<file path="config.mk">
export PLATFORM = sky130hd
export DESIGN_NAME = spi_irq_wm_unit
export DESIGN_NICKNAME = d
export VERILOG_FILES = /design/src/rtl/spi_irq_pkg.sv /design/src/rtl/spi_txlvl_ctr.sv /design/src/rtl/spi_wm_thresh.sv /design/src/rtl/spi_irq_stat.sv /design/src/rtl/spi_irq_wm_unit.sv
export SDC_FILE = /design/constraint.sdc
export NUM_CORES = 1
export LEC_CHECK = 0
export BUFFER_PORTS_ARGS = -buffer_cell sky130_fd_sc_hd__buf_2
export CAP_MARGIN = 20
export CORE_MARGIN = 3
export CORE_UTILIZATION = 35
export CTS_CLUSTER_SIZE = 40
export DETAILED_ROUTE_END_ITERATION = 7
export PLACE_DENSITY_LB_ADDON = 0.3
export SETUP_SLACK_MARGIN = 0.3
export SLEW_MARGIN = 10
export SYNTH_ARGS = -nofsm -noshare
export SYNTH_HDL_FRONTEND = slang
export SYNTH_SLANG_ARGS = --single-unit
</file>
<file path="constraint.sdc">
create_clock -name clk -period 2.4 [get_ports clk]
set_input_delay 0 -clock clk [delete_from_list [all_inputs] [get_ports clk]]
set_output_delay 0 -clock clk [all_outputs]
set_load 0.01 [all_outputs]
</file>
<file path="src/rtl/spi_irq_pkg.sv">
package spi_irq_pkg;
  localparam int NSTAT   = 7;
  localparam int B_MODF  = 1;
  localparam int B_TXLOW = 2;
  localparam int B_TXFUL = 3;
  localparam int B_RXNE  = 4;
  localparam logic [NSTAT-1:0] LIVE_BITS = 7'h1E;

  localparam logic [7:0] OFS_STATUS = 8'h04;
  localparam logic [7:0] OFS_MSET   = 8'h08;
  localparam logic [7:0] OFS_MCLR   = 8'h0C;
  localparam logic [7:0] OFS_MASK   = 8'h10;
  localparam logic [7:0] OFS_THRESH = 8'h28;

  function automatic logic [NSTAT-1:0] pack_events(logic modf, logic txlow,
                                                   logic txful, logic rxne);
    logic [NSTAT-1:0] v;
    v = '0;
    v[B_MODF]  = modf;
    v[B_TXLOW] = txlow;
    v[B_TXFUL] = txful;
    v[B_RXNE]  = rxne;
    return v;
  endfunction

  function automatic logic [NSTAT-1:0] clear_then_set(logic [NSTAT-1:0] cur,
                                                      logic [NSTAT-1:0] clr,
                                                      logic [NSTAT-1:0] set);
    return ((cur & ~clr) | set) & LIVE_BITS;
  endfunction
endpackage

</file>
<file path="src/rtl/spi_txlvl_ctr.sv">
module spi_txlvl_ctr #(
  parameter int DEPTH = 16,
  localparam int CW = $clog2(DEPTH + 1),
  localparam int AW = $clog2(DEPTH)
) (
  input  logic          clk,
  input  logic          rst_n,
  input  logic          push_i,
  input  logic          pop_i,
  input  logic [AW-1:0] thr_i,
  output logic [CW-1:0] level_o,
  output logic          full_o,
  output logic          below_o
);
  logic inc_ok, dec_ok;

  assign full_o  = (level_o == CW'(DEPTH));
  assign inc_ok  = push_i & ~full_o;
  assign dec_ok  = pop_i & (level_o != '0);
  assign below_o = (level_o < CW'(thr_i));

  always_ff @(posedge clk or negedge rst_n) begin
    if (!rst_n)                level_o <= '0;
    else if (inc_ok && !dec_ok) level_o <= level_o + 1'b1;
    else if (dec_ok && !inc_ok) level_o <= level_o - 1'b1;
  end

  a_r2_bound: assert property (@(posedge clk) disable iff (!rst_n)
    level_o <= CW'(DEPTH));
  a_r2_push_step: assert property (@(posedge clk) disable iff (!rst_n)
    (push_i && !pop_i && !full_o) |=> level_o == CW'($past(level_o) + 1'b1));
  a_r2_pop_step: assert property (@(posedge clk) disable iff (!rst_n)
    (pop_i && !push_i && level_o != '0) |=> level_o == CW'($past(level_o) - 1'b1));
  a_r2_full_hold: assert property (@(posedge clk) disable iff (!rst_n)
    (push_i && !pop_i && full_o) |=> $stable(level_o));
endmodule

</file>
<file path="src/rtl/spi_wm_thresh.sv">
module spi_wm_thresh #(
  parameter int AW = 4
) (
  input  logic          clk,
  input  logic          rst_n,
  input  logic          wr_i,
  input  logic [31:0]   wdata_i,
  output logic [AW-1:0] thr_o
);
  always_ff @(posedge clk or negedge rst_n) begin
    if (!rst_n)    thr_o <= AW'(1);
    else if (wr_i) thr_o <= wdata_i[AW-1:0];
  end

  a_r9_trunc: assert property (@(posedge clk) disable iff (!rst_n)
    wr_i |=> thr_o == $past(wdata_i[AW-1:0]));
endmodule

</file>
<file path="src/rtl/spi_irq_stat.sv">
module spi_irq_stat
  import spi_irq_pkg::*;
(
  input  logic             clk,
  input  logic             rst_n,
  input  logic             modf_i,
  input  logic             full_i,
  input  logic             below_i,
  input  logic             rxne_i,
  input  logic             clr_we_i,
  input  logic             set_we_i,
  input  logic             dis_we_i,
  input  logic [NSTAT-1:0] bits_i,
  output logic [NSTAT-1:0] stat_o,
  output logic [NSTAT-1:0] mask_o,
  output logic             irq_o
);
  logic             below_q;
  logic             low_event;
  logic [NSTAT-1:0] ev_vec, clr_vec;

  assign low_event = below_i & ~below_q;
  assign ev_vec    = pack_events(modf_i, low_event, full_i, rxne_i);
  assign clr_vec   = clr_we_i ? bits_i : '0;

  always_ff @(posedge clk or negedge rst_n) begin
    if (!rst_n) begin
      below_q <= 1'b1;
      stat_o  <= '0;
      mask_o  <= '0;
    end else begin
      below_q <= below_i;
      stat_o  <= clear_then_set(stat_o, clr_vec, ev_vec);
      if (set_we_i)      mask_o <= mask_o | bits_i;
      else if (dis_we_i) mask_o <= mask_o & ~bits_i;
    end
  end

  assign irq_o = |(stat_o & mask_o);

  a_r3_modf_set: assert property (@(posedge clk) disable iff (!rst_n)
    modf_i |=> stat_o[B_MODF]);
  a_r4_low_set: assert property (@(posedge clk) disable iff (!rst_n)
    low_event |=> stat_o[B_TXLOW]);
  a_r5_full_set: assert property (@(posedge clk) disable iff (!rst_n)
    full_i |=> stat_o[B_TXFUL]);
  a_r6_rxne_set: assert property (@(posedge clk) disable iff (!rst_n)
    rxne_i |=> stat_o[B_RXNE]);
  a_r7_mask_set: assert property (@(posedge clk) disable iff (!rst_n)
    set_we_i |=> ((mask_o & $past(bits_i)) == $past(bits_i)));
  a_r7_mask_clr: assert property (@(posedge clk) disable iff (!rst_n)
    dis_we_i |=> ((mask_o & $past(bits_i)) == '0));
  a_r8_dead_bits: assert property (@(posedge clk) disable iff (!rst_n)
    (stat_o & ~LIVE_BITS) == '0);
  a_r10_masked_quiet: assert property (@(posedge clk) disable iff (!rst_n)
    (mask_o == '0) |-> !irq_o);
endmodule

</file>
<file path="src/rtl/spi_irq_wm_unit.sv">
module spi_irq_wm_unit
  import spi_irq_pkg::*;
#(
  parameter int DEPTH = 16,
  localparam int AW = $clog2(DEPTH),
  localparam int CW = $clog2(DEPTH + 1)
) (
  input  logic        clk,
  input  logic        rst_n,
  input  logic        reg_wr_i,
  input  logic [7:0]  reg_addr_i,
  input  logic [31:0] reg_wdata_i,
  output logic [31:0] reg_rdata_o,
  input  logic        tx_push_i,
  input  logic        tx_pop_i,
  input  logic        rx_not_empty_i,
  input  logic        mode_fault_i,
  output logic        irq_o
);
  initial begin
    a_depth_pow2: assert (DEPTH >= 2 && (DEPTH & (DEPTH - 1)) == 0)
      else $error("DEPTH must be a power of two");
  end

  logic             wr_stat, wr_mset, wr_mclr, wr_thr;
  logic [AW-1:0]    thr;
  logic [CW-1:0]    level;
  logic             lvl_full, lvl_below;
  logic [NSTAT-1:0] stat, mask;

  assign wr_stat = reg_wr_i && (reg_addr_i == OFS_STATUS);
  assign wr_mset = reg_wr_i && (reg_addr_i == OFS_MSET);
  assign wr_mclr = reg_wr_i && (reg_addr_i == OFS_MCLR);
  assign wr_thr  = reg_wr_i && (reg_addr_i == OFS_THRESH);

  spi_wm_thresh #(.AW(AW)) thr_i (
    .clk(clk), .rst_n(rst_n), .wr_i(wr_thr), .wdata_i(reg_wdata_i), .thr_o(thr)
  );

  spi_txlvl_ctr #(.DEPTH(DEPTH)) lvl_i (
    .clk(clk), .rst_n(rst_n), .push_i(tx_push_i), .pop_i(tx_pop_i),
    .thr_i(thr), .level_o(level), .full_o(lvl_full), .below_o(lvl_below)
  );

  spi_irq_stat stat_i (
    .clk(clk), .rst_n(rst_n), .modf_i(mode_fault_i), .full_i(lvl_full),
    .below_i(lvl_below), .rxne_i(rx_not_empty_i), .clr_we_i(wr_stat),
    .set_we_i(wr_mset), .dis_we_i(wr_mclr), .bits_i(reg_wdata_i[NSTAT-1:0]),
    .stat_o(stat), .mask_o(mask), .irq_o(irq_o)
  );

  always_comb begin
    reg_rdata_o = '0;
    case (reg_addr_i)
      OFS_STATUS: reg_rdata_o = 32'(stat);
      OFS_MASK:   reg_rdata_o = 32'(mask);
      OFS_THRESH: reg_rdata_o = 32'(thr);
      default:    reg_rdata_o = '0;
    endcase
  end

  a_r11_dead_write: assert property (@(posedge clk) disable iff (!rst_n)
    (reg_wr_i && reg_addr_i == 8'h14) |=> $stable(mask));
endmodule

</file>
==> results of run 1 <==
[placed cells by master (no fill, tap or decap), drive strengths merged, types with 2 or more instances in the layout]
cell type    instances
mux2                 4
a21oi                3
conb                25
nor2                 2
dfrtp               19
and2                 2
inv                 17
xnor2                3
mux2i                7
a21boi               2
nor3                 4
o21ai                5
a21o                 2
nand2               22
dfstp                2
dlygate4sd3          5
ha                   8
a22oi                4
clkbuf               3
and3                 2
nor4                 3
a22o                 4
or4                  2
buf                 38
[worst max-delay path by stage]
stage | cells after the start | startpoint | to
finish | 10 | lvl_i.level_o[2] | lvl_i.level_o[4]
global route | 10 | lvl_i.level_o[2] | lvl_i.level_o[4]
CTS | 10 | lvl_i.level_o[1] | lvl_i.level_o[4]
detailed placement | 8 | lvl_i.level_o[2] | lvl_i.level_o[4]
global placement | 8 | lvl_i.level_o[2] | lvl_i.level_o[4]
floorplan | 8 | lvl_i.level_o[2] | lvl_i.level_o[4]
[timing repair]
action | in CTS | in global routing
hold buffers | 5 | 0
endpoints found under the setup margin | 2 | 4
resized for setup | 5 | 1
hold endpoints to repair | 23 | 0
pin swaps | 7 | 5
buffers inserted | 3 | 1
[cell families (layout without fill, tap and decap cells)]
kind of cell | count (synthesis) | after routing
buffers and inverters | 45 | 64
adder cells (fa/ha/maj) | 9 | 9
multiplexers | 11 | 11
flip-flops | 21 | 21
other | 1 | 25
AND/OR/NAND/NOR | 42 | 42
XOR/XNOR | 4 | 4
AO/OA/AOI/OAI | 22 | 22
[metal layers]
layer,up-vias,global-route usage (%)
met5,-,0
met2,39,21.62
met3,2,2.302
met1,526,16.55
li1,562,-
met4,0,3.191
[cell type report]
cell class	instances	area, µm²
inverters	17	66.31
fillers	389	2064
well taps	48	60.06
clock inverters	1	5.005
repair buffers	43	262.8
clock buffers	3	41.29
flip-flops and latches	21	528.0
multi-input cells	113	798.3
[metrics by stage]
step | area (µm²) | instances
after detailed placement | 1605 | 233
after global placement | 1605 | 233
after floorplan | 1565 | 179
after global routing | 1762 | 246
final | 1762 | 246
after CTS | 1750 | 245
[tightest hold or removal path, cell delays in order]
cell and delay (ps):
sky130_fd_sc_hd__buf_2 90, sky130_fd_sc_hd__nand2_1 60, sky130_fd_sc_hd__mux2i_1 70
[where the power goes]
| group | total, W | internal, W | switching, W |
|---|---|---|---|
| clock | 0.000236 | 0.000116 | 0.000120 |
| sequential | 0.000490 | 0.000429 | 0.0000610 |
| combinational | 0.000635 | 0.000328 | 0.000307 |
| total | 0.00136 | 0.000873 | 0.000487 |
==> run summary, run 1 <==
========================================================================================================
Final antenna-violating net count                                                                      0
Count of synthesis-stage warnings from yosys                                                           0
Maximum root-to-sink buffer count                                                                      2
Static leakage                                                                                 0.9112 nW
Width of the die                                                                                70.37 µm
Cells after synthesis                                                                                155
Reg2reg end                                                                                 lvl_i.level_o[4]
Post-CTS clock slew at the launch and capture registers of the worst setup and hold paths          80 ps
Slowest cell delay on critical path                                                               410 ps
Clk sinks                                                                                             21
CTS H-Tree Depth                                                                                       1
Total of endpoints with negative setup slack in the final report                                       0
Top-area cell type share of the netlist area                                                      32.79%
Simple-gate portion of the synthesized area                                                       15.79%
Adder and majority cell fraction of the synthesized area                                          8.283%
Row count                                                                                             22
Peak supply drop                                                                               0.3600 mV
Total grt overflow                                                                                     0
Fmax                                                                                          0.4681 GHz
Port Buf Inserts                                                                                      29
Vias in the first global route                                                                      1135
Hold Path Class                                                                                   in2reg
Wire length of the first global-routing pass                                                    5.112 mm
Number of design-rule violations left by the first detailed-router iteration                          46
Count of unresolved DRC violations after routing                                                       0
Leading cell type by number of instances after synthesis                                    sky130_fd_sc_hd__buf_4
Data arrival time of the critical path                                                           2320 ps
Proportion of synthesized area in mux cells                                                       7.938%
Post-synthesis compound-gate area fraction                                                        10.53%
Transition at the pin with the smallest max-transition slack                                    559.6 ps
Inserted Clock Buffers                                                                                 3
Aggregate routed wire length                                                                    2.997 mm
Top cell family by delay on the critical path                                               simple AND/OR/NAND/NOR gates
Critical path data required time                                                                 2580 ps
Routed wire length per instance                                                                 12.18 µm
Main combinational cell family by area after synthesis                                      buffers and inverters
Global placement routability congestion                                                           0.7840
Top cells by instance count after synthesis                                                 sky130_fd_sc_hd__buf_4, sky130_fd_sc_hd__nand2_1, sky130_fd_sc_hd__dfrtp_1, sky130_fd_sc_hd__inv_1, sky130_fd_sc_hd__ha_1
Initial standard-cell utilization of the core                                                     37.90%
Worst Hold Margin                                                                               6.491 ps
Result of the run                                                                           finished, final reports clean
Slack of the worst reg-to-reg path                                                                260 ps
Initial antenna violation count                                                                        0
Netlist area before placement                                                                   1450 µm²
Dominant cell type by area after synthesis                                                  sky130_fd_sc_hd__dfrtp_1
Largest net degree at the start of global routing                                                     22
Number of nets in the layout                                                                         255
Syn avg cell area                                                                              9.356 µm²
Max-slew headroom                                                                                 62.40%
Total inserted antenna cells                                                                           0
Y dimension of the die                                                                          70.37 µm
Number of iterations in the first detailed-routing pass                                                4
Clock network latency to the later pin of the worst-skew pair                                     260 ps
Post-Synth XOR/XNOR Area                                                                          2.416%
Start-to-end type of the worst setup path                                                        reg2reg
Number of synthesized flops with an enable pin                                                         0
Critical path cell sequence                                                                 nor4_4 -> inv_1 -> o21ai_2 -> ha_2 -> inv_4 -> ha_4 -> nand3b_1 -> and3_1 -> o21bai_1 -> xnor2_1
Power per unit of standard cell area                                                        772.4 nW/µm²
Clock tree from TritonCTS                                                                            yes
Hold path startpoint                                                                        reg_wdata_i[5]
Die Outline Area                                                                                4952 µm²
Final HPWL DP                                                                                   2.319 mm
Reg2Reg Launch Point                                                                        lvl_i.level_o[2]
Predominant post-synthesis flop cell                                                        sky130_fd_sc_hd__dfrtp_1
Number of different library cells in the post-synthesis netlist                                       34
Slowest library cell on the worst path                                                      sky130_fd_sc_hd__dfrtp_1
Min Clock Period, post-route                                                                     2136 ps
Critical Path Sink Type                                                                         register
Critical path fanouts, max                                                                             6
Finished Core Util                                                                                46.04%
Area grow syn2layout                                                                              21.48%
Largest cells by area after synthesis                                                       sky130_fd_sc_hd__dfrtp_1, sky130_fd_sc_hd__buf_4, sky130_fd_sc_hd__ha_1
Share of final-layout standard cells stronger than drive strength 1                               29.29%
Smallest setup slack after layout                                                               263.9 ps
Count of maximum capacitance violations                                                                0
Worst Setup Start Kind                                                                          register
Share of flip-flops with an asynchronous set or reset                                             100.0%
Master cell of the clock root buffer                                                        sky130_fd_sc_hd__clkbuf_8
Wire length on met1                                                                             1.359 mm
Via count                                                                                           1129
Uppermost signal routing layer after detailed routing                                               met4
IO Pins                                                                                               80
Final TNS setup                                                                                     0 ps
Sum of met2 wire segment lengths after detailed routing                                         1.410 mm
Final worst path period share                                                                     89.01%
Detail-routed via count per cell                                                                   4.589
Dpl ws                                                                                          102.4 ps
Sum of met3 wire segment lengths after detailed routing                                           211 µm
Overall global routing resource usage                                                             12.72%
Worst r2r path cells                                                                                  10
Final Hold Fails                                                                                       0
Sequential element share of the synthesized area                                                  36.41%
Number of instances on the worst hold path                                                             3
Clock tree skew after final layout                                                              6.295 ps
Final Total Pwr                                                                               0.001361 W
Setup repair after global routing missed its margin                                                  yes
#FFs+latches synth                                                                                    21
Slew Limit Fails                                                                                       0
Core Area                                                                                       3826 µm²
Worst path bufs/invs                                                                                   2
========================================================================================================
Note: power is estimated with default switching activity, not from simulation.
==> run 2: changes to the inputs <==
BUFFER_PORTS_ARGS = default   (was -buffer_cell sky130_fd_sc_hd__buf_2)
DONT_BUFFER_PORTS = 1   (was default)
==> run summary, run 2 (synthesized netlist as in run 1, its figures left out) <==
========================================================================================================
Result of the run                                                                           finished, final reports clean
Power per unit of standard cell area                                                        769.3 nW/µm²
Final TNS setup                                                                                     0 ps
Initial standard-cell utilization of the core                                                     37.90%
Worst r2r path cells                                                                                  10
Core Area                                                                                       3826 µm²
Final antenna-violating net count                                                                      0
Master cell of the clock root buffer                                                        sky130_fd_sc_hd__clkbuf_8
Maximum root-to-sink buffer count                                                                      2
Worst Setup Start Kind                                                                          register
Clk sinks                                                                                             21
Number of design-rule violations left by the first detailed-router iteration                          39
Via count                                                                                           1099
Critical Path Sink Type                                                                         register
Largest net degree at the start of global routing                                                     22
Total inserted antenna cells                                                                           0
Final Total Pwr                                                                               0.001349 W
Slowest cell delay on critical path                                                               410 ps
Slew Limit Fails                                                                                       0
Worst path bufs/invs                                                                                   2
IO Pins                                                                                               80
Top library cells by usage in the layout, fill and taps aside                               sky130_fd_sc_hd__conb_1, sky130_fd_sc_hd__nand2_1, sky130_fd_sc_hd__dlygate4sd3_1, sky130_fd_sc_hd__dfrtp_1, sky130_fd_sc_hd__inv_1
Critical path fanouts, max                                                                             6
Setup repair after global routing missed its margin                                                  yes
Slowest library cell on the worst path                                                      sky130_fd_sc_hd__dfrtp_1
Fmax                                                                                          0.4465 GHz
Data arrival time of the critical path                                                           2420 ps
Vias in the first global route                                                                      1198
Slack of the worst reg-to-reg path                                                                160 ps
Count of unresolved DRC violations after routing                                                       0
Hold Path Class                                                                                 in2async
Clock network latency to the later pin of the worst-skew pair                                     260 ps
Dpl ws                                                                                          80.61 ps
Count of maximum capacitance violations                                                                0
Wire length of the first global-routing pass                                                    5.554 mm
Routed wire length per instance                                                                 14.93 µm
Top cell family by delay on the critical path                                               simple AND/OR/NAND/NOR gates
Y dimension of the die                                                                          70.37 µm
Total of endpoints with negative setup slack in the final report                                       0
Final HPWL DP                                                                                   2.482 mm
Port Buf Inserts                                                                                       0
Min Clock Period, post-route                                                                     2240 ps
Max-slew headroom                                                                                 53.81%
Levels on crit path                                                                                   10
Critical path cell sequence                                                                 nor4_4 -> inv_1 -> o21ai_2 -> ha_2 -> inv_4 -> ha_4 -> nand3b_1 -> and3_1 -> o21bai_1 -> xnor2_1
Transition at the pin with the smallest max-transition slack                                    687.6 ps
Row count                                                                                             22
Static leakage                                                                                 0.8082 nW
Total grt overflow                                                                                     0
Area grow syn2layout                                                                              20.97%
Share of final-layout standard cells stronger than drive strength 1                               15.00%
Most frequent standard cell in the layout excluding fill and tap cells                      sky130_fd_sc_hd__conb_1
Inserted Clock Buffers                                                                                 3
Initial antenna violation count                                                                        0
Number of nets in the layout                                                                         237
Clock tree from TritonCTS                                                                            yes
Critical path data required time                                                                 2580 ps
Final Hold Fails                                                                                       0
Smallest setup slack after layout                                                               160.4 ps
Overall global routing resource usage                                                             14.24%
Start-to-end type of the worst setup path                                                        reg2reg
Peak supply drop                                                                               0.4365 mV
CTS H-Tree Depth                                                                                       1
Final worst path period share                                                                     93.32%
Aggregate routed wire length                                                                    3.405 mm
Reg2Reg Launch Point                                                                        lvl_i.level_o[2]
Width of the die                                                                                70.37 µm
Critical path capture point                                                                 lvl_i.level_o[4]
Post-CTS clock slew at the launch and capture registers of the worst setup and hold paths          80 ps
Timing startpoint of the critical path                                                      lvl_i.level_o[2]
Die Outline Area                                                                                4952 µm²
Number of iterations in the first detailed-routing pass                                                4
Clock tree skew after final layout                                                              10.39 ps
Reg2reg end                                                                                 lvl_i.level_o[4]
Global placement routability congestion                                                           0.7835
Detail-routed via count per cell                                                                   4.820
========================================================================================================
[run 2: how the worst min path moves through the flow]
stage	from	end	slack [ps]	depth (start not counted)
final	rst_n	thr_i.thr_o[1]	100	1
after CTS	reg_wr_i	stat_i.stat_o[4]	110	4
after detailed placement	rst_n	async pin	-290	0
after global placement	rst_n	stat_i.stat_o[1]	-300	0
after floorplan	rst_n	async pin	-300	0
after global routing	rst_n	thr_i.thr_o[1]	130	1
[run 2: cell type report]
cell class,count,area (µm²)
inverter,17,66.31
timing repair buffer,25,242.7
clock buffer,4,45.04
fill,381,2072
tap,48,60.06
multi-input combinational,113,810.8
sequential,21,529.3
[run 2: layer usage]
| layer | GRT usage (%) | share of wire, % |
|---|---|---|
| met5 | 0 | 0 |
| met4 | 5.745 | 1.1 |
| met3 | 2.734 | 6.4 |
| met2 | 25.68 | 51 |
| met1 | 16.25 | 41 |
[run 2: repair_timing]
action | in CTS | in global routing
hold buffers | 19 | 0
endpoints found under the setup margin | 2 | 3
pin swaps | 7 | 3
resized for setup | 6 | 2
setup buffers | 3 | 0
endpoints found under the hold margin | 36 | 0
[run 2: report_power, final]
group | internal, W | switching, W | total, W
logic | 0.000306 | 0.000300 | 0.000606
clock network | 0.000118 | 0.000116 | 0.000234
registers | 0.000431 | 0.0000787 | 0.000510
[run 2: per-stage QoR]
step                      area (µm²)  instances  hold WS (ps)  utilization, %
final                           1754        228         104.6           45.85
after global routing            1754        228         129.7           45.85
after CTS                       1723        227         110.7           45.03
after detailed placement        1438        201        -295.0           37.57
after global placement          1438        201        -295.0           37.57
after floorplan                 1565        179        -295.6               -
==> run 3: changes to the inputs <==
CORE_UTILIZATION = 62   (was 35)
==> run summary, run 3 (synthesized netlist as in run 1, its figures left out) <==
========================================================================================================
Result of the run                                                                           finished, final reports clean
Initial antenna violation count                                                                        0
Share of final-layout standard cells stronger than drive strength 1                               17.58%
Overall global routing resource usage                                                             23.52%
Clock tree from TritonCTS                                                                            yes
Reg2reg end                                                                                 lvl_i.level_o[4]
Die Outline Area                                                                                2955 µm²
Max-slew headroom                                                                                 36.52%
Area post-placement                                                                             1411 µm²
Global placement routability congestion                                                           0.8003
Maximum root-to-sink buffer count                                                                      2
Port Buf Inserts                                                                                       0
Clk sinks                                                                                             21
Dpl ws                                                                                          97.99 ps
Most frequent standard cell in the layout excluding fill and tap cells                      sky130_fd_sc_hd__conb_1
Core Area                                                                                       2082 µm²
Via count                                                                                           1175
Start-to-end type of the worst setup path                                                        reg2reg
IO Pins                                                                                               80
Routed wire length per instance                                                                 16.34 µm
Number of instances on the worst hold path                                                             2
Final TNS setup                                                                                     0 ps
Post-CTS clock slew at the launch and capture registers of the worst setup and hold paths         110 ps
Static leakage                                                                                 0.8137 nW
Initial standard-cell utilization of the core                                                     69.65%
Total grt overflow                                                                                     0
Y dimension of the die                                                                          54.36 µm
Width of the die                                                                                54.36 µm
Transition at the pin with the smallest max-transition slack                                    949.0 ps
Clock network latency to the later pin of the worst-skew pair                                     300 ps
Hold path startpoint                                                                            reg_wr_i
Inserted Clock Buffers                                                                                 3
Master cell of the clock root buffer                                                        sky130_fd_sc_hd__clkbuf_4
Data arrival time of the critical path                                                           2390 ps
Hold Path Class                                                                                   in2reg
Final HPWL DP                                                                                   2.172 mm
Top library cells by usage in the layout, fill and taps aside                               sky130_fd_sc_hd__conb_1, sky130_fd_sc_hd__nand2_1, sky130_fd_sc_hd__dlygate4sd3_1, sky130_fd_sc_hd__dfrtp_1, sky130_fd_sc_hd__inv_1
Hold worst-path end                                                                         thr_i.thr_o[1]
Total of endpoints with negative setup slack in the final report                                       0
Wire length of the first global-routing pass                                                    4.912 mm
Final Hold Fails                                                                                       0
Smallest setup slack after layout                                                               246.7 ps
Final antenna-violating net count                                                                      0
Final worst path period share                                                                     89.72%
Reg2Reg Launch Point                                                                        lvl_i.level_o[2]
Min Clock Period, post-route                                                                     2153 ps
Vias in the first global route                                                                      1086
Number of design-rule violations left by the first detailed-router iteration                          31
Fmax                                                                                          0.4644 GHz
Aggregate routed wire length                                                                    3.416 mm
Count of maximum capacitance violations                                                                0
Worst r2r path cells                                                                                  10
Total inserted antenna cells                                                                           0
Area grow syn2layout                                                                              19.84%
Count of unresolved DRC violations after routing                                                       0
Critical path data required time                                                                 2630 ps
Critical path fanouts, max                                                                             5
Clock tree skew after final layout                                                              4.685 ps
Worst Setup Start Kind                                                                          register
Setup repair after global routing missed its margin                                                  yes
Summed area of non-filler cells in the final layout                                             1738 µm²
CTS H-Tree Depth                                                                                       1
Power per unit of standard cell area                                                        787.7 nW/µm²
Detail-routed via count per cell                                                                   5.622
Critical Path Sink Type                                                                         register
Number of iterations in the first detailed-routing pass                                                7
Peak supply drop                                                                               0.7110 mV
Number of nets in the layout                                                                         239
Slew Limit Fails                                                                                       0
Row count                                                                                             16
Slack of the worst reg-to-reg path                                                                250 ps
Largest net degree at the start of global routing                                                     22
========================================================================================================
run 3: cell types whose count changed in the layout (fill, tap and decap cells not counted), sizes merged:
cell    before  now
clkinv       0    1
buf          6    8
clkbuf       4    3
run 3: metal layers:
| layer | share of wire [%] | wire length (µm) | global-route usage, % | up-vias |
|---|---|---|---|---|
| li1 | - | - | - | 529 |
| met1 | 38 | 1305 | 26.15 | 575 |
| met2 | 52 | 1761 | 41.43 | 59 |
| met3 | 7.3 | 249 | 7.629 | 12 |
| met4 | 2.9 | 99 | 8.714 | 0 |
| met5 | 0 | 0 | 0 | - |
run 3: layout make-up:
cell class              instances  area [µm²]
clock buffers                   3       22.52
clock inverters                 1       5.005
flip-flops and latches         21       529.3
well taps                      27       33.78
inverters                      17       68.82
repair buffers                 27       250.2
fillers                       113       344.1
multi-input cells             113       828.3
run 3: per-stage QoR:
step	cells	total power, W	utilization (%)	hold WS (ps)
2_1_floorplan	179	0.0008966	-	-295.6
3_3_place_gp	180	0.0009512	67.79	-295.2
3_5_place_dp	180	0.0009897	67.79	-295.1
4_1_cts	207	0.001262	81.01	22.38
5_1_grt	209	0.001485	83.47	27.04
6_report	209	0.001369	83.47	34.79
run 3: how the worst max path moves through the flow:
| stage | from | to | slack [ps] | cells after the start |
|---|---|---|---|---|
| after floorplan | lvl_i.level_o[2] | lvl_i.level_o[4] | 300 | 8 |
| after global placement | lvl_i.level_o[0] | lvl_i.level_o[4] | 160 | 8 |
| after detailed placement | lvl_i.level_o[0] | lvl_i.level_o[4] | 100 | 8 |
| after CTS | lvl_i.level_o[1] | lvl_i.level_o[4] | 200 | 10 |
| after global routing | lvl_i.level_o[2] | lvl_i.level_o[4] | 110 | 10 |
| final | lvl_i.level_o[2] | lvl_i.level_o[4] | 250 | 10 |
run 3: repair_timing:
item | 4_1_cts | 5_1_grt
resized for setup | 6 | 6
hold buffers | 19 | 0
pin swaps | 8 | 10
setup endpoints to repair | 2 | 3
endpoints found under the hold margin | 36 | 0
buffers inserted | 4 | 2
run 3: power by group:
group	leakage [nW]	total (W)	internal, W	switching, W
clock network	0.0177	0.000167	0.0000621	0.000105
logic	0.576	0.000696	0.000351	0.000345
registers	0.220	0.000507	0.000431	0.0000760
total	0.814	0.00137	0.000844	0.000525
run 3: critical path: stages (launching register included):
cell,delay (ps)
sky130_fd_sc_hd__dfrtp_1,420
sky130_fd_sc_hd__nor4_4,350
sky130_fd_sc_hd__inv_1,90
sky130_fd_sc_hd__o21ai_2,160
sky130_fd_sc_hd__ha_4,190
sky130_fd_sc_hd__inv_6,60
sky130_fd_sc_hd__ha_4,280
sky130_fd_sc_hd__nand3b_1,90
sky130_fd_sc_hd__and3_1,150
sky130_fd_sc_hd__o21bai_1,150
sky130_fd_sc_hd__xnor2_1,140
